$ cat src/rtl/ies_pkg.sv
package ies_pkg;
    typedef enum logic [1:0] {
        ST_IDLE = 2'd0,
        ST_ACK  = 2'd1,
        ST_READ = 2'd2
    } seq_state_e;
endpackage

$ cat src/rtl/ies_nmi_latch.sv
module ies_nmi_latch (
    input  logic clk,
    input  logic rst_n,
    input  logic nmi_in,
    input  logic take,
    output logic pend
);
    typedef struct packed {
        logic prev;
        logic pend;
    } latch_t;

    latch_t r_d, r_q;

    always_comb begin
        r_d      = r_q;
        r_d.prev = nmi_in;
        // a new edge wins over a clear in the same cycle
        r_d.pend = (r_q.pend && !take) || (nmi_in && !r_q.prev);
    end

    always_ff @(posedge clk) begin
        if (!rst_n) begin
            r_q <= '0;
        end else begin
            r_q <= r_d;
        end
    end

    assign pend = r_q.pend;

    // a level held high across edges never re-arms the pending request
    p_held_level_r7: assert property (@(posedge clk) disable iff (!rst_n)
        (nmi_in && r_q.prev && (!r_q.pend || take)) |=> !r_q.pend);
endmodule

$ cat src/rtl/ies_arbiter.sv
module ies_arbiter (
    input  logic nmi_pend,
    input  logic irq_req,
    input  logic ie,
    input  logic boundary,
    input  logic idle,
    output logic take_nmi,
    output logic take_irq
);
    logic window;

    always_comb begin
        window   = boundary && idle;
        take_nmi = window && nmi_pend;
        take_irq = window && !nmi_pend && irq_req && ie;
    end
endmodule

$ cat src/rtl/ies_entry_fsm.sv
module ies_entry_fsm
    import ies_pkg::*;
#(
    parameter int ADDR_W   = 20,
    parameter int DATA_W   = 8,
    parameter int NMI_NUM  = 2,
    parameter int RESET_CS = 'hFFFF
) (
    input  logic                clk,
    input  logic                rst_n,
    input  logic                take_nmi,
    input  logic                take_irq,
    input  logic                ie_set,
    input  logic                ie_clr,
    input  logic                bus_done,
    input  logic [DATA_W-1:0]   bus_data,
    output logic                bus_req,
    output logic                bus_inta,
    output logic [ADDR_W-1:0]   bus_addr,
    output logic                busy,
    output logic                ie_flag,
    output logic                pc_load,
    output logic [2*DATA_W-1:0] cs_out,
    output logic [2*DATA_W-1:0] ip_out
);
    localparam int SEG_W   = 2 * DATA_W;
    localparam int ACC_W   = 3 * DATA_W;
    localparam int LAST_IX = 3;

    typedef struct packed {
        seq_state_e        st;
        logic [1:0]        idx;
        logic [DATA_W-1:0] num;
        logic [ACC_W-1:0]  acc;
        logic              ie;
        logic [SEG_W-1:0]  cs;
        logic [SEG_W-1:0]  ip;
        logic              load;
    } fsm_t;

    fsm_t r_d, r_q;

    always_comb begin
        r_d      = r_q;
        r_d.load = 1'b0;
        if (ie_set) r_d.ie = 1'b1;
        if (ie_clr) r_d.ie = 1'b0;
        case (r_q.st)
            ST_IDLE: begin
                if (take_nmi) begin
                    r_d.st  = ST_READ;
                    r_d.num = DATA_W'(NMI_NUM);
                    r_d.idx = '0;
                    r_d.ie  = 1'b0;
                end else if (take_irq) begin
                    r_d.st  = ST_ACK;
                    r_d.num = '0;
                    r_d.idx = '0;
                    r_d.ie  = 1'b0;
                end
            end
            ST_ACK: begin
                if (bus_done) begin
                    r_d.num = bus_data;
                    r_d.st  = ST_READ;
                end
            end
            ST_READ: begin
                if (bus_done) begin
                    if (int'(r_q.idx) == LAST_IX) begin
                        r_d.ip   = r_q.acc[SEG_W-1:0];
                        r_d.cs   = {bus_data, r_q.acc[ACC_W-1:SEG_W]};
                        r_d.load = 1'b1;
                        r_d.st   = ST_IDLE;
                    end else begin
                        r_d.acc[int'(r_q.idx)*DATA_W +: DATA_W] = bus_data;
                        r_d.idx = r_q.idx + 2'd1;
                    end
                end
            end
            default: r_d.st = ST_IDLE;
        endcase
    end

    always_ff @(posedge clk) begin
        if (!rst_n) begin
            r_q    <= '0;
            r_q.st <= ST_IDLE;
            r_q.cs <= SEG_W'(RESET_CS);
        end else begin
            r_q <= r_d;
        end
    end

    assign bus_req  = (r_q.st != ST_IDLE);
    assign bus_inta = (r_q.st == ST_ACK);
    assign bus_addr = (r_q.st == ST_READ) ? ADDR_W'({r_q.num, r_q.idx}) : '0;
    assign busy     = (r_q.st != ST_IDLE);
    assign ie_flag  = r_q.ie;
    assign pc_load  = r_q.load;
    assign cs_out   = r_q.cs;
    assign ip_out   = r_q.ip;

    p_req_hold_r11: assert property (@(posedge clk) disable iff (!rst_n)
        (bus_req && !bus_done) |=> (bus_req && $stable(bus_addr) && $stable(bus_inta)));

    p_nmi_no_ack_r2: assert property (@(posedge clk) disable iff (!rst_n)
        take_nmi |=> (bus_req && !bus_inta && bus_addr == ADDR_W'(NMI_NUM * 4)));

    p_ack_then_read_r4: assert property (@(posedge clk) disable iff (!rst_n)
        (bus_inta && bus_done) |=> (bus_req && !bus_inta && bus_addr[1:0] == 2'b00));
endmodule

$ cat src/rtl/irq_entry_seq.sv
module irq_entry_seq #(
    parameter int ADDR_W    = 20,
    parameter int DATA_W    = 8,
    parameter int NMI_NUM   = 2,
    parameter int RESET_CS  = 'hFFFF,
    parameter int SEG_SHIFT = 4
) (
    input  logic                clk,
    input  logic                rst_n,
    input  logic                nmi_in,
    input  logic                irq_in,
    input  logic                instr_done,
    input  logic                ie_set,
    input  logic                ie_clr,
    output logic                bus_req,
    output logic                bus_inta,
    output logic [ADDR_W-1:0]   bus_addr,
    input  logic                bus_done,
    input  logic [DATA_W-1:0]   bus_data,
    output logic                busy,
    output logic                ie_flag,
    output logic                pc_load,
    output logic [2*DATA_W-1:0] cs_out,
    output logic [2*DATA_W-1:0] ip_out,
    output logic [ADDR_W-1:0]   pc_phys
);
    logic nmi_pend;
    logic take_nmi;
    logic take_irq;

    ies_nmi_latch u_nmi (
        .clk    (clk),
        .rst_n  (rst_n),
        .nmi_in (nmi_in),
        .take   (take_nmi),
        .pend   (nmi_pend)
    );

    ies_arbiter u_arb (
        .nmi_pend (nmi_pend),
        .irq_req  (irq_in),
        .ie       (ie_flag),
        .boundary (instr_done),
        .idle     (!busy),
        .take_nmi (take_nmi),
        .take_irq (take_irq)
    );

    ies_entry_fsm #(
        .ADDR_W   (ADDR_W),
        .DATA_W   (DATA_W),
        .NMI_NUM  (NMI_NUM),
        .RESET_CS (RESET_CS)
    ) u_fsm (
        .clk      (clk),
        .rst_n    (rst_n),
        .take_nmi (take_nmi),
        .take_irq (take_irq),
        .ie_set   (ie_set),
        .ie_clr   (ie_clr),
        .bus_done (bus_done),
        .bus_data (bus_data),
        .bus_req  (bus_req),
        .bus_inta (bus_inta),
        .bus_addr (bus_addr),
        .busy     (busy),
        .ie_flag  (ie_flag),
        .pc_load  (pc_load),
        .cs_out   (cs_out),
        .ip_out   (ip_out)
    );

    assign pc_phys = ADDR_W'({cs_out, {SEG_SHIFT{1'b0}}}) + ADDR_W'(ip_out);

    p_ie_cleared_r8: assert property (@(posedge clk) disable iff (!rst_n)
        $rose(busy) |-> !ie_flag);

    p_accept_boundary_r5: assert property (@(posedge clk) disable iff (!rst_n)
        $rose(busy) |-> $past(instr_done));

    p_load_ends_busy_r9: assert property (@(posedge clk) disable iff (!rst_n)
        pc_load |-> (!busy && $past(busy)));
endmodule

$ cat config.mk
export PLATFORM = sky130hd
export DESIGN_NAME = irq_entry_seq
export DESIGN_NICKNAME = d
export VERILOG_FILES = /design/src/rtl/ies_pkg.sv /design/src/rtl/ies_nmi_latch.sv /design/src/rtl/ies_arbiter.sv /design/src/rtl/ies_entry_fsm.sv /design/src/rtl/irq_entry_seq.sv
export SDC_FILE = /design/constraint.sdc
export NUM_CORES = 1
export LEC_CHECK = 0
export BUFFER_PORTS_ARGS = -buffer_cell sky130_fd_sc_hd__buf_2
export CORE_AREA = 2 2 130 94
export DETAILED_ROUTE_END_ITERATION = 10
export DIE_AREA = 0 0 132 96
export SYNTH_ARGS = -nofsm -noshare
export SYNTH_HDL_FRONTEND = slang
export SYNTH_SLANG_ARGS = --single-unit
$ cat constraint.sdc
create_clock -name clk -period 2.5 [get_ports clk]
set_input_delay 0.25 -clock clk [delete_from_list [all_inputs] [get_ports clk]]
set_output_delay 0.25 -clock clk [all_outputs]
set_load 0.01 [all_outputs]
# ---- After elaboration in Yosys (flattened, before gate mapping)
# Index checks and enable logic that the tools add are counted.
dict set report word_totals {
  latch_bits 0
  ram_bits 0
  n_memories 0
  elab_cells 64
  register_bits 72
  out_inout_bits 77
  in_bits 16
  romBits 0
}
dict set report classes {
  mux 18
  magnitude_cmp 0
  add_sub_neg 3
  eq_ne 8
  div 0
  shift 2
  n_reduce_logical 22
  bitwise_logic 1
  n_mul 0
}
# op count
set ops {}
lappend ops {{negator 5 -> 33 bit} 1}
lappend ops {{variable shift 8 x 33 -> 24 bit (first input constant)} 1}
lappend ops {{indexed part select 8 x 33 -> 24 bit} 1}
lappend ops {{bitwise mux 24 bit} 1}
lappend ops {{2-to-1 mux 12 bit} 2}
lappend ops {{adder 20 x 16 -> 20 bit} 1}
lappend ops {{case mux 8 bit (2 select lines)} 1}
lappend ops {{AND reduction 3 bit} 4}
lappend ops {{2-to-1 mux 10 bit} 1}
lappend ops {{2-to-1 mux 8 bit} 1}
lappend ops {{AND reduction 4 bit} 2}
lappend ops {{logical AND 1 bit} 7}
lappend ops {{2-to-1 mux 1 bit} 6}
lappend ops {{2-to-1 mux 2 bit} 3}
lappend ops {{case mux 2 bit (3 select lines)} 1}
lappend ops {{nonzero test 2 bit} 3}
lappend ops {{== test 2 x 1 -> 1 bit (second input constant)} 2}
lappend ops {{logical NOT 1 bit} 4}
lappend ops {{2-to-1 mux 4 bit} 1}
lappend ops {{inequality test 2 x 1 -> 1 bit (second input constant)} 2}
lappend ops {{inequality test 2 bit (second input constant)} 2}
lappend ops {{case mux 2 bit (2 select lines)} 1}
lappend ops {{inequality test 3 bit (second input constant)} 1}
lappend ops {{adder 2 x 1 -> 2 bit (second input constant)} 1}
lappend ops {{4 further kinds} 4}

# ---- Logic depth before layout (Yosys ltp)
dict set report logic_depth {
  word_depth 9
  depth_mapped 9
  depth_no_buf 9
}

# ---- Cells and area by module
# A second synthesis with hierarchy kept.
dict set report unflattened {
  hier_cells 499
  area_unflattened_um2 4062.6
}
# mod seq_area_each_um2 cells_each n_inst area_each_um2
set modules_own_cells {}
lappend modules_own_cells {ies_entry_fsm 1401.3 381 1 3143.0}
lappend modules_own_cells {irq_entry_seq 0.0 109 1 824.5}
lappend modules_own_cells {ies_nmi_latch 40.0 6 1 77.6}
lappend modules_own_cells {ies_arbiter 0.0 3 1 17.5}

# ---- Worst setup path before layout
# OpenSTA, ideal clock, no wires.
dict set report synth_path {
  path_kind {register -> output}
  startpoint {reg u_fsm.r_q, in the netlist u_fsm.cs_out[0]}
  endpoint {out pc_phys[18]}
  required_time_ps 2250
  arrival_ps 1960
  setup_slack_ps 290
  stages_incl_launch_ff 10
  n_path_buf 0
  cell_sequence {dfxtp_1 -> ha_1 -> inv_1 -> fa_1 -> nor2b_1 -> o211ai_1 -> a31oi_1 -> o211ai_1 -> a21oi_1 -> xor2_1}
}
dict set report synth_via {
  elab_chain_cells 1
}
# item line_no
set synth_lines {}
lappend synth_lines {{from (decl)} ies_entry_fsm.sv:41} ;# fsm_t r_d, r_q;
lappend synth_lines {{from (signal assigned)} ies_entry_fsm.sv:91} ;# r_q <= r_d;
lappend synth_lines {{adder 20 x 16 -> 20 bit} irq_entry_seq.sv:73} ;# assign pc_phys = ADDR_W'({cs_out, {SEG_SHIFT{1'b0}}}) + ADDR_W'(ip_out);
lappend synth_lines {{to (decl)} irq_entry_seq.sv:25} ;# output logic [ADDR_W-1:0] pc_phys
# No other way between the ends.

# ---- Worst setup path in the final report
dict set report layout_path {
  startpoint {reg u_fsm.r_q, in the netlist u_fsm.ip_out[4]}
  endpoint {out pc_phys[18]}
}
# Same word-level chain as after synthesis.

==> results_dict.tcl <==
set metrics [dict create \
    slew_headroom_pct 49.79 \
    gp_congestion 0.8304 \
    cp.required_ns 2.25 \
    cpLargestDelayFamily "compound AO/OA/AOI/OAI gates" \
    synth_xor_xnor_area_share_pct 2.899 \
    die_h_um 96 \
    final-max-slew-violation-count 0 \
    synth_compound_area_share_pct 15.45 \
    r2r_start "u_fsm.r_q[69]" \
    path_common_cell "o211ai_1" \
    critPathSlowestCell "dfxtp_2" \
    worstHoldStart "nmi_in" \
    cts-buffers-inserted 9 \
    grt_pass1_vias 3165 \
    synth_area_sq_um 3928 \
    final_util_pct 40.11 \
    crit_end "pc_phys[18]" \
    final_nets 561 \
    area_growth_pct 16.79 \
    worst_slack_ns -0.1619 \
    clkTransAtPathRegs_ns 0.05 \
    worst-path-buf-inv 3 \
    ys_seq_area_share_pct 36.70 \
    muxShareOfSynthArea_pct 0 \
    layout_common_cells "nand2_1, buf_2, dfxtp_1" \
    grt_usage_pct 15.73 \
    startpoint "u_fsm.ip_out[4]" \
    cp_max_fo 2 \
    status "complete, but fails checks" \
    drive_gt1_share_pct 24.62 \
    synth_edf_count 0 \
    hold_viol 0 \
    slowest_delay_ns 0.35 \
    synth_cell_types 45 \
    routed_wl_mm 9.757 \
    worst_pin_slew_ns 0.7474 \
    finalSetupViolCount 4 \
    synthFlopType "dfxtp_1" \
    fin_crit_ns 2.662 \
    cp-end-kind "output port" \
    rows 33 \
    core-area_sq_um 11440 \
    syn_inst 484 \
    synthArstFlopShare_pct 0 \
    grt_overflow_total 0 \
    clock_path_buffers 2 \
    initial_core_util_pct 34.34 \
    rsz0062_at_grt "yes" \
    fin_skew_ns 0.001890 \
    synth-adder-area-share_pct 5.925 \
    violations "setup timing" \
    num_vias 3312 \
    critPathLaunchType "register" \
    finalCritPeriodShare_pct 106.5 \
    rrSetupSlack_ns 0.53 \
    synth_top_family_by_area "simple AND/OR/NAND/NOR gates" \
    cap_violations 0 \
    via_per_inst 4.807 \
    cp.depth 11 \
    grt_max_degree 39 \
    drt_iter0_markers 178 \
    max_freq_mhz 375.7 \
    critPathArrivalTime_ns 2.41 \
    grt_pass1_wl_mm 15.79 \
    crit_chain "ha_4 -> inv_2 -> fa_2 -> nor2b_2 -> o211ai_1 -> a31oi_1 -> buf_4 -> o211ai_1 -> a21oi_1 -> xor2_1 -> buf_2" \
    clock-sinks 72 \
    place_hpwl_mm 7.039 \
    ys_ff_latch 72 \
    final_cells 689 \
    ant_nets 0 \
    dieArea_sq_um 12670 \
    dr.pass1.iters 4 \
    worstSetupPathType "register to output port" \
    postSynthAreaPerCell_sq_um 8.115 \
    r2r_end "u_fsm.r_q[51]" \
    ff2ff_path_depth 5 \
    placed_cells 669 \
    postCtsHoldBufs 0 \
    antenna_found_initial 0 \
    power.density_nw_per_um2 602.7 \
    ys_warn_count 0 \
    irDropWorstVdd_v 0.0003445 \
    min-delay-path-class "primary input to register" \
    cts_root_buf "clkbuf_16" \
    io_buffers 82 \
    insertedDiodeCount 0 \
    tritoncts "yes" \
    wl_per_cell_um 14.16 \
    yosys.area_share.simple_pct 25.71 \
    htree_num_levels 3 \
    die_x_um 132 \
    leakagePower_nw 1.925 \
    boundaryPins 93 \
    drcViolationCount 0 \
    clock_latency_ns 0.33 \
    final_common_cell "nand2_1" \
    worstHoldPathCells 2 \
]
[final cells by class]
type / instances / area, sq um
clock inverters: 6 / 107.6
repair buffers: 93 / 493.0
well taps: 157 / 196.4
fillers: 1190 / 6850
multi-input cells: 339 / 2071
clock buffers: 10 / 229.0
inverters: 12 / 45.04
flip-flops and latches: 72 / 1445
[layer usage]
| layer | up-vias | GRT usage, % | part of all wire [%] |
|---|---|---|---|
| met5 | - | 0 | 0 |
| met4 | 0 | 4.620 | 0.93 |
| met3 | 10 | 5.003 | 6.9 |
| met2 | 82 | 25.22 | 44 |
| met1 | 1570 | 20.45 | 48 |
| li1 | 1650 | - | - |
[how the worst min path moves through the flow]
| stage | to |
|---|---|
| 3_5_place_dp | u_fsm.r_q[48] |
| 4_1_cts | u_nmi.r_q[1] |
| 5_1_grt | u_nmi.r_q[1] |
| 3_3_place_gp | u_fsm.r_q[37] |
| 2_1_floorplan | u_fsm.cs_out[12] |
| 6_report | u_nmi.r_q[1] |
[logic make-up after synthesis]
| family | Yosys count |
|---|---|
| compound gates | 85 |
| fa+ha+maj | 18 |
| flops | 72 |
| xor+xnor | 13 |
| other cells | 1 |
| simple gates | 213 |
| buf+inv | 82 |
[through the flow]
stage | hold slack (ns) | area (sq um) | setup TNS, ns | setup WS (ns) | total power [mW]
global route | 0.1532 | 4587 | -0.9754 | -0.3207 | 2.859
CTS | 0.1366 | 4561 | -0.7887 | -0.1829 | 2.793
finish | 0.1446 | 4587 | -0.2525 | -0.1619 | 2.765
floorplan | 0.3741 | 3961 | 0 | 0.2901 | 1.311
global placement | 0.4391 | 4146 | 0 | 0.06314 | 1.342
detailed placement | 0.4447 | 4146 | 0 | 0.05630 | 1.345
[where the power goes]
group	internal, mW	switching [mW]
combinational	0.0539	0.0925
sequential	1.16	0.0138
clock	0.971	0.473
total	2.18	0.580
[synthesized netlist by cell type (all sizes together), types with 2 or more instances]
cell	number	area [sq um]
nand2	111	416.7
dfxtp	72	1441
buf	57	425.4
nand3	50	250.2
a21boi	48	360.3
ha	17	212.7
and2	16	100.1
nor2	14	60.06
clkbuf	13	48.80
inv	12	45.04
a21oi	11	55.05
xnor2	10	87.58
nor2b	7	51.30
nor3b	6	76.33
o211ai	5	37.54
o21ai	5	25.02
a211oi	3	22.52
xor2	3	26.28
a21o	2	15.01
a31oi	2	12.51
and3	2	12.51
nor3	2	10.01
or2	2	12.52
[what timing repair did]
item | CTS | global route
endpoints found under the hold margin | 0 | 0
pin swaps | 7 | 14
setup buffers | 6 | 1
setup endpoints to repair | 6 | 9
resized for setup | 8 | 12
cloned | 0 | 0
[sequential cells by signal, indices dropped and copies added, names as in the netlist]
name           count
u_fsm.pc_load      1
u_fsm.ie_flag      1
u_fsm.ip_out      16
u_fsm.cs_out      16
u_fsm.r_q         36
u_nmi.pend         1
u_nmi.r_q          1
No activity file was read; power rests on OpenSTA's default activity.
